`config.mk`:
```
export PLATFORM = sky130hd
export DESIGN_NAME = dac8_write_seq
export DESIGN_NICKNAME = d
export VERILOG_FILES = /design/src/rtl/dac8_seq_pkg.sv /design/src/rtl/dac8_seq_shadow.sv /design/src/rtl/dac8_seq_ctrl.sv /design/src/rtl/dac8_write_seq.sv
export SDC_FILE = /design/constraint.sdc
export NUM_CORES = 1
export LEC_CHECK = 0
export BUFFER_PORTS_ARGS = -buffer_cell sky130_fd_sc_hd__buf_4
export CORE_MARGIN = 2
export CORE_UTILIZATION = 35
export DETAILED_ROUTE_END_ITERATION = 12
export PLACE_DENSITY_LB_ADDON = 0.12
export SLEW_MARGIN = 10
export SYNTH_ARGS = -nofsm -noshare
export SYNTH_HDL_FRONTEND = slang
export SYNTH_SLANG_ARGS = --single-unit
```
`constraint.sdc`:
```
create_clock -name clk -period 6.3 [get_ports clk]
set_input_delay 0.945 -clock clk [delete_from_list [all_inputs] [get_ports clk]]
set_output_delay 0.945 -clock clk [all_outputs]
set_load 0.02 [all_outputs]
```
`src/rtl/dac8_seq_pkg.sv`:
```
package dac8_seq_pkg;

  typedef enum logic [1:0] {
    ST_IDLE  = 2'd0,
    ST_SETUP = 2'd1,
    ST_LOW   = 2'd2,
    ST_HOLD  = 2'd3
  } seq_state_e;

  // convert a nanosecond minimum into whole clock cycles, never less than one
  function automatic int ns_to_cyc(input int ns, input int per_ns);
    int c;
    c = (ns + per_ns - 1) / per_ns;
    if (c < 1) c = 1;
    return c;
  endfunction

  function automatic int max_int(input int a, input int b);
    return (a > b) ? a : b;
  endfunction

endpackage

```
`src/rtl/dac8_seq_shadow.sv`:
```
module dac8_seq_shadow #(
  parameter int CH_CNT = 8,
  parameter int CODE_W = 8,
  localparam int AW = $clog2(CH_CNT)
) (
  input  logic              clk,
  input  logic              rst_n,
  input  logic              we,
  input  logic [AW-1:0]     waddr,
  input  logic [CODE_W-1:0] wdata,
  input  logic [AW-1:0]     raddr,
  output logic [CODE_W-1:0] rdata
);

  logic [CODE_W-1:0] ent_q [CH_CNT];

  for (genvar g = 0; g < CH_CNT; g++) begin : g_ent
    logic ent_en;
    assign ent_en = we && (waddr == AW'(g));
    always_ff @(posedge clk or negedge rst_n) begin
      if (!rst_n)      ent_q[g] <= '0;
      else if (ent_en) ent_q[g] <= wdata;
    end
  end

  assign rdata = ent_q[raddr];

  // a committed write is visible in the addressed entry on the next cycle
  assert_shadow_commit_R8: assert property (@(posedge clk) disable iff (!rst_n)
    we |=> (ent_q[$past(waddr)] == $past(wdata)));

endmodule

```
`src/rtl/dac8_seq_ctrl.sv`:
```
module dac8_seq_ctrl
  import dac8_seq_pkg::*;
#(
  parameter int CH_CNT = 8,
  parameter int CODE_W = 8,
  parameter int LOW_N  = 30,
  parameter int HOLD_N = 2,
  localparam int AW    = $clog2(CH_CNT),
  localparam int CNT_W = $clog2(max_int(LOW_N, HOLD_N) + 1)
) (
  input  logic              clk,
  input  logic              rst_n,
  input  logic              req_valid,
  output logic              req_ready,
  input  logic [AW-1:0]     req_chan,
  input  logic [CODE_W-1:0] req_code,
  input  logic              req_bcast,
  output logic [AW-1:0]     dac_addr,
  output logic [CODE_W-1:0] dac_data,
  output logic              dac_wr_n,
  output logic              cmt_we,
  output logic [AW-1:0]     cmt_addr,
  output logic [CODE_W-1:0] cmt_code
);

  seq_state_e        st_q, st_d;
  logic [CNT_W-1:0]  cnt_q, cnt_d;
  logic [AW-1:0]     addr_q, addr_d;
  logic [CODE_W-1:0] code_q, code_d;
  logic              bc_q, bc_d;
  logic              wr_n_q, wr_n_d;
  logic              last_ch;
  logic              cnt_zero;

  assign cnt_zero = (cnt_q == '0);
  assign last_ch  = (addr_q == AW'(CH_CNT - 1));

  always_comb begin
    st_d   = st_q;
    cnt_d  = cnt_q;
    addr_d = addr_q;
    code_d = code_q;
    bc_d   = bc_q;
    unique case (st_q)
      ST_IDLE: begin
        if (req_valid) begin
          addr_d = req_bcast ? '0 : req_chan;
          code_d = req_code;
          bc_d   = req_bcast;
          st_d   = ST_SETUP;
        end
      end
      ST_SETUP: begin
        st_d  = ST_LOW;
        cnt_d = CNT_W'(LOW_N - 1);
      end
      ST_LOW: begin
        if (cnt_zero) begin
          st_d  = ST_HOLD;
          cnt_d = CNT_W'(HOLD_N - 1);
        end else begin
          cnt_d = cnt_q - 1'b1;
        end
      end
      ST_HOLD: begin
        if (cnt_zero) begin
          if (bc_q && !last_ch) begin
            addr_d = addr_q + 1'b1;
            st_d   = ST_SETUP;
          end else begin
            bc_d = 1'b0;
            st_d = ST_IDLE;
          end
        end else begin
          cnt_d = cnt_q - 1'b1;
        end
      end
      default: st_d = ST_IDLE;
    endcase
    wr_n_d = (st_d != ST_LOW);
  end

  always_ff @(posedge clk or negedge rst_n) begin
    if (!rst_n) begin
      st_q   <= ST_IDLE;
      cnt_q  <= '0;
      addr_q <= '0;
      code_q <= '0;
      bc_q   <= 1'b0;
      wr_n_q <= 1'b1;
    end else begin
      st_q   <= st_d;
      cnt_q  <= cnt_d;
      addr_q <= addr_d;
      code_q <= code_d;
      bc_q   <= bc_d;
      wr_n_q <= wr_n_d;
    end
  end

  assign req_ready = (st_q == ST_IDLE);
  assign dac_addr  = addr_q;
  assign dac_data  = code_q;
  assign dac_wr_n  = wr_n_q;
  assign cmt_we    = (st_q == ST_HOLD) && cnt_zero;
  assign cmt_addr  = addr_q;
  assign cmt_code  = code_q;

  // checker: length of the current strobe low run
  logic [CNT_W:0] low_run_q;
  always_ff @(posedge clk or negedge rst_n) begin
    if (!rst_n)        low_run_q <= '0;
    else if (!wr_n_q)  low_run_q <= low_run_q + 1'b1;
    else               low_run_q <= '0;
  end

  // no strobe pulse while the host side is idle
  assert_idle_strobe_high_R1: assert property (@(posedge clk) disable iff (!rst_n)
    req_ready |-> dac_wr_n);

  // each low pulse is exactly LOW_N cycles long
  assert_low_width_R2: assert property (@(posedge clk) disable iff (!rst_n)
    $rose(dac_wr_n) |-> (low_run_q == (CNT_W+1)'(LOW_N)));

  // bus already settled when the strobe falls
  assert_setup_before_fall_R3: assert property (@(posedge clk) disable iff (!rst_n)
    $fell(dac_wr_n) |-> ($stable(dac_addr) && $stable(dac_data)));

  // bus steady through the low period
  assert_stable_while_low_R3: assert property (@(posedge clk) disable iff (!rst_n)
    (!dac_wr_n && !$past(dac_wr_n)) |-> ($stable(dac_addr) && $stable(dac_data)));

  // bus unchanged on the rising edge
  assert_hold_at_rise_R4: assert property (@(posedge clk) disable iff (!rst_n)
    $rose(dac_wr_n) |-> ($stable(dac_addr) && $stable(dac_data)));

  // acceptance makes the sequencer busy
  assert_busy_after_accept_R6: assert property (@(posedge clk) disable iff (!rst_n)
    (req_valid && req_ready) |=> !req_ready);

endmodule

```
`src/rtl/dac8_write_seq.sv`:
```
module dac8_write_seq
  import dac8_seq_pkg::*;
#(
  parameter int CH_CNT     = 8,
  parameter int CODE_W     = 8,
  parameter int CLK_NS     = 5,
  parameter int T_LOW_NS   = 150,
  parameter int T_DSU_NS   = 100,
  parameter int T_DH_NS    = 10,
  localparam int AW        = $clog2(CH_CNT),
  localparam int LOW_N     = max_int(ns_to_cyc(T_LOW_NS, CLK_NS), ns_to_cyc(T_DSU_NS, CLK_NS)),
  localparam int HOLD_N    = ns_to_cyc(T_DH_NS, CLK_NS)
) (
  input  logic              clk,
  input  logic              rst_n,
  input  logic              req_valid,
  output logic              req_ready,
  input  logic [AW-1:0]     req_chan,
  input  logic [CODE_W-1:0] req_code,
  input  logic              req_bcast,
  output logic [AW-1:0]     dac_addr,
  output logic [CODE_W-1:0] dac_data,
  output logic              dac_wr_n,
  input  logic [AW-1:0]     rd_chan,
  output logic [CODE_W-1:0] rd_code
);

  // asynchronous assertion, synchronous release
  logic [1:0] rst_sync_q;
  logic       rst_n_int;
  always_ff @(posedge clk or negedge rst_n) begin
    if (!rst_n) rst_sync_q <= 2'b00;
    else        rst_sync_q <= {rst_sync_q[0], 1'b1};
  end
  assign rst_n_int = rst_sync_q[1];

  logic              cmt_we;
  logic [AW-1:0]     cmt_addr;
  logic [CODE_W-1:0] cmt_code;

  dac8_seq_ctrl #(
    .CH_CNT (CH_CNT),
    .CODE_W (CODE_W),
    .LOW_N  (LOW_N),
    .HOLD_N (HOLD_N)
  ) u_ctrl (
    .clk       (clk),
    .rst_n     (rst_n_int),
    .req_valid (req_valid),
    .req_ready (req_ready),
    .req_chan  (req_chan),
    .req_code  (req_code),
    .req_bcast (req_bcast),
    .dac_addr  (dac_addr),
    .dac_data  (dac_data),
    .dac_wr_n  (dac_wr_n),
    .cmt_we    (cmt_we),
    .cmt_addr  (cmt_addr),
    .cmt_code  (cmt_code)
  );

  dac8_seq_shadow #(
    .CH_CNT (CH_CNT),
    .CODE_W (CODE_W)
  ) u_shadow (
    .clk   (clk),
    .rst_n (rst_n_int),
    .we    (cmt_we),
    .waddr (cmt_addr),
    .wdata (cmt_code),
    .raddr (rd_chan),
    .rdata (rd_code)
  );

endmodule

```
Word level (Yosys, flattened, before mapping)
Cells that the tools add are included.
{ "word_totals": {"elab_cells": 75, "inputBits": 18, "reg_bits": 86, "output_inout_bits": 21} }
{ "op_classes": {"addsub": 2, "n_lt_le_gt_ge": 1, "mux": 20, "eq_ne": 16, "reduce_logical": 20, "bitwise_logic": 1} }
{ "op_table": {"columns": ["operator", "count"], "rows": [
  ["8-bit binary-select mux with 3-bit select", 1],
  ["8-bit 2-to-1 mux", 2],
  ["5-bit one-hot mux with 3 select lines", 1],
  ["3-bit == test, second input constant", 4],
  ["3-bit 2-to-1 mux", 4],
  ["1-bit logical AND", 10],
  ["5-bit 2-to-1 mux", 2],
  ["2-bit != test, second input constant", 4],
  ["2-bit one-hot mux with 4 select lines", 1],
  ["4-bit AND reduction", 2],
  ["3-bit by 2-bit == test with 1-bit output, second input constant", 2],
  ["2-bit 2-to-1 mux", 3],
  ["3-bit one-hot mux with 2 select lines", 1],
  ["5-bit zero test", 1],
  ["5-bit by 1-bit subtractor with 5-bit output, second input constant", 1],
  ["2-bit == test, second input constant", 2],
  ["4-bit >= comparator, second input constant", 1],
  ["1-bit 2-to-1 mux", 4],
  ["2-bit by 1-bit != test with 1-bit output, second input constant", 2],
  ["3-bit inverter with 4-bit output", 1],
  ["2-bit AND reduction", 2],
  ["3-bit by 1-bit adder with 3-bit output, second input constant", 1],
  ["3-bit by 1-bit == test with 1-bit output, second input constant", 1],
  ["3-bit zero test", 1],
  ["6 further kinds", 6]
]} }

Longest topological paths before layout
{ "logic_depth": {"ltp_word": 7, "depth_mapped": 7} }

Hierarchy
Synthesis repeated with hierarchy kept, for this count alone.
{ "hier_totals": {"hier_cells": 263, "area_unflattened_um2": 4093.9} }
{ "modules_own_cells": {"columns": ["module", "cells_per_inst", "instances", "area_per_inst_um2", "seq_area_each_um2"], "rows": [
  ["dac8_seq_shadow", 172, 1, 2992.9, 1601.5],
  ["dac8_seq_ctrl", 88, 1, 1047.3, 501.7],
  ["dac8_write_seq", 3, 1, 53.8, 50.0]
]} }

Worst setup path before layout
No wires, ideal clock.
{ "synth_path": {"kind": "input-to-output", "startpoint": "in rd_chan[0]", "endpoint": "out rd_code[0]", "t_required_ns": 5.355, "slack_ns": 3.045, "path_buffers": 2, "path_stages": 4, "arrival_time_ns": 2.310, "cell_sequence": "buf_2 buf_2 mux4_2 mux2_2"} }
{ "synth_via": {"elab_chain_cells": 4} }
{ "synth_rtl": {"columns": ["item", "line", "rtl"], "rows": [
  ["start, declared", "dac8_write_seq.sv:24", "input logic [AW-1:0] rd_chan,"],
  ["3-bit inverter with 4-bit output (implied by the code)", "dac8_seq_shadow.sv:26", "assign rdata = ent_q[raddr];"],
  ["8-bit binary-select mux with 3-bit select", "dac8_seq_shadow.sv:26", null],
  ["8-bit 2-to-1 mux (implied by the code) (2 in series)", "dac8_seq_shadow.sv:26", null],
  ["end, declared", "dac8_write_seq.sv:25", "output logic [CODE_W-1:0] rd_code"]
]} }
No other way between the ends. The select of a mux whose other input is x is not followed.

Final worst setup path
{ "layout_path": {"startpoint": "in rd_chan[0]", "endpoint": "out rd_code[7]"} }
The elaborated chain is that of the path after synthesis.

==> summary.md <==
| Metric | Value |
|---|---|
| Status | finished, final reports clean |
| Switching power | roughly 540 uW |
| Vias | 2408 |
| # IOs | 39 |
| Worst skew pair latency | 0.34 ns |
| Vias per cell | ~5.1 |
| Drt drc | 0 |
| Min Clock Period, post-route | around 3.2 ns |
| Max-cap viol count | 0 |
| Setup TNS | 0 ns |
| Period utilization | 0.510 |
| Fin nets | roughly 350 |
| First-pass GRT wire length | around 14000 microns |
| Final hold violations | 0 |
| Finish-stage setup viols | 0 |
| Rows | 39 |
| Post-CTS Setup Bufs | 0 |
| Sequential area share after synthesis | 0.528 |
| Synthesized netlist net count | around 310 |
| Final design utilization | 0.421 |
| Crit path largest cell delay | approximately 0.54 ns |
| Clock Path Buffers | 2 |
| Area contributors post-synth | dfrtp_1 (52%), mux2_2 (22%), mux4_2 (8.8%) |
| Worst path most repeated cell | buf_4 |
| Die Ht | 112 microns |
| Post-Place Cells | roughly 450 |
| Post-Synthesis Cells | between 200 and 300 |
| Initial core utilization | 0.359 |
| Sequential share of power | 0.440 |
| Hold-fix buffers, CTS | 0 |
| HP Class | flip-flop to async pin |
| Total Routing Usage GR | 0.147 |
| Worst EP required | approximately 5.4 ns |
| R2r worst-path depth | 6 |
| Proportion of layout cells with a drive suffix above 1 | 0.502 |
| DR pass1 iterations | 4 |
| Worst path cell trace | buf_4 -> mux4_2 -> mux2_2 -> buf_4 |
| Synth top cells by count | dfrtp_1 (85), mux2_2 (80), mux4_2 (16) |
| Area delta synth->final | 17.5% |
| Bufs and invs on worst path | 2 |
| Setup CP Type | primary input to output pin |
| Sink Count | 86 |
| IO Port Bufs | 38 |
| Inserted Diodes | 0 |
| Peak VDD IR | about 0.00027 V |
| R2R Setup Slk | between 3 and 4 ns |
| H-tree depth | 3 |
| Antenna violations before repair | 0 |
| RSZ-0062 raised after global routing | false |
| Area share of the largest cell type after synthesis | 0.522 |
| Slew @ Worst Pin | roughly 0.96 ns |
| Inserted Clock Buffers | 9 |
| Slew Limit Fails | 0 |
| Clock Power Share | 0.311 |
| Ys Warns | 0 |
| Top Family by Delay on Critical Path | multiplexers |
| Synth Flop Type | dfrtp_1 |
| Largest area contributor in the synthesized netlist | dfrtp_1 |
| Final Non-Filler Cells | around 470 |
| Top-count cell post-synth | dfrtp_1 |
| Share of flip-flops with an asynchronous set or reset | 1.00 |
| Max stage delay cell, worst path | mux4_2 |
| Synth Register Bits | 86 |
| Vias in the first global route | approximately 2500 |
| Syn avg cell area | 14.6 sq um |
| CTS tree | built |
| Routed WL | roughly 8500 microns |
| Leak pwr | between 0.002 and 0.0025 uW |
| CTS clk-pin slew, worst paths | 0.06 ns |
| Relative slew slack | 0.357 |
| Critical path arrival | 2.27 ns |
| Post-DP HPWL | approximately 5300 microns |
| Sw frac | 0.329 |
| Die Width | around 110 microns |
| Synth Cell Area | between 4000 and 5000 sq um |
| Area of the core | 11400 sq um |
| CP Launch Type | primary input |
| Post-Route Skew | 0.00601 ns |
| CTS root buf | clkbuf_16 |
| Post-cts sizing count | 0 |
| Routed length per instance | 18.1 microns |
| Worst Setup End Kind | output pin |
| Crit-path max FO | 16 |
| Pwr/cell area | between 300 and 400 nW/um^2 |
| Antenna-violating nets left | 0 |
| Combinational Power Share | 0.249 |
| Pin count of the biggest net entering global routing | 76 |
| Cell Int Power | roughly 1100 uW |
| Placer congestion estimate | about 0.75 |
| FF-to-FF End | u_shadow.ent_q[28] |
| Drt first-iter violations | 131 |
| EDFF count, synth | 0 |
| Die area | 12500 sq um |
| Overflow left after global routing | 0 |
| Synth cell types | 41 |
| Fmax | just over 300 MHz |
| Launch point of the worst reg-to-reg path | u_ctrl.cnt_q[0] |
[routing by layer]
layer / track usage / vias to the layer above / part of all wire
li1: - / 1112 / -
met1: 0.191 / 1257 / 0.46
met2: 0.241 / 33 / 0.50
met3: 0.0495 / 6 / 0.035
met4: 0.0321 / 0 / 0.0078
met5: 0 / - / 0
[registers in the layout, indices dropped and copies added (netlist names)]
register and flops:
rst_sync_q 2, u_ctrl.bc_q 1, u_ctrl.cmt_addr 3, u_ctrl.cmt_code 8, u_ctrl.cnt_q 5, u_ctrl.dac_wr_n 1
u_ctrl.st_q 2, u_shadow.ent_q 64
[stage by stage]
step | cell area, sq um | hold WS, ns | power [uW] | worst slack (ns)
4_1_cts | 4790 | 0.171 | 1660 | 3.05
2_1_floorplan | 4080 | 0.331 | 983 | 3.05
3_5_place_dp | 4500 | 0.161 | 1140 | 3.05
3_3_place_gp | 4500 | 0.162 | 1140 | 3.07
5_1_grt | 4790 | 0.176 | 1740 | 3.02
6_report | 4790 | 0.160 | 1630 | 3.09
[placed cells by master, fill, tap and decap left out, drive strengths merged, types with 3 or more instances in the layout]
cell    Yosys  final
nand2      12     12
inv         9      9
a21oi       6      6
nor3        8      8
and3        3      3
buf         6     39
mux4       16     16
ha         11     11
o21ai       9      9
nor2        5      5
mux2       81     81
clkbuf      4     13
dfrtp      85     85
[power groups by stage]
stage	clock network [uW]	registers [uW]	logic, uW
2_1_floorplan	0	747	235
3_3_place_gp	0	729	411
3_5_place_dp	0	729	414
4_1_cts	522	720	414
5_1_grt	551	739	454
6_report	508	718	406
[cells by family (layout without fill, tap and decap cells)]
kind of cell,count (synthesis),in the layout,share of synthesized area
multiplexers,98,98,0.315
flip-flops,86,86,0.528
AND/OR/NAND/NOR,38,38,0.0571
AO/OA/AOI/OAI,26,26,0.0424
buffers and inverters,19,64,0.0209
adder cells (fa/ha/maj),11,11,0.0338
other,1,1,0.000920
XOR/XNOR,1,1,0.00215
[worst max-delay path by stage]
stage               slack, ns  cells after the start          to  startpoint
floorplan                3.05                      4  rd_code[0]  rd_chan[0]
global placement         3.07                      4  rd_code[7]  rd_chan[0]
detailed placement       3.05                      4  rd_code[7]  rd_chan[0]
CTS                      3.05                      4  rd_code[7]  rd_chan[0]
global route             3.02                      4  rd_code[7]  rd_chan[0]
finish                   3.09                      4  rd_code[7]  rd_chan[0]
[cell type report]
class / instances / area [sq um]
Fill cell: 1076 / 6580
Multi-Input combinational cell: 175 / 1840
Inverter: 9 / 33.8
Timing Repair Buffer: 39 / 293
Clock buffer: 13 / 270
Clock inverter: 3 / 17.5
Sequential cell: 86 / 2160
Tap cell: 143 / 179
Power figures use the tool's default switching activity.
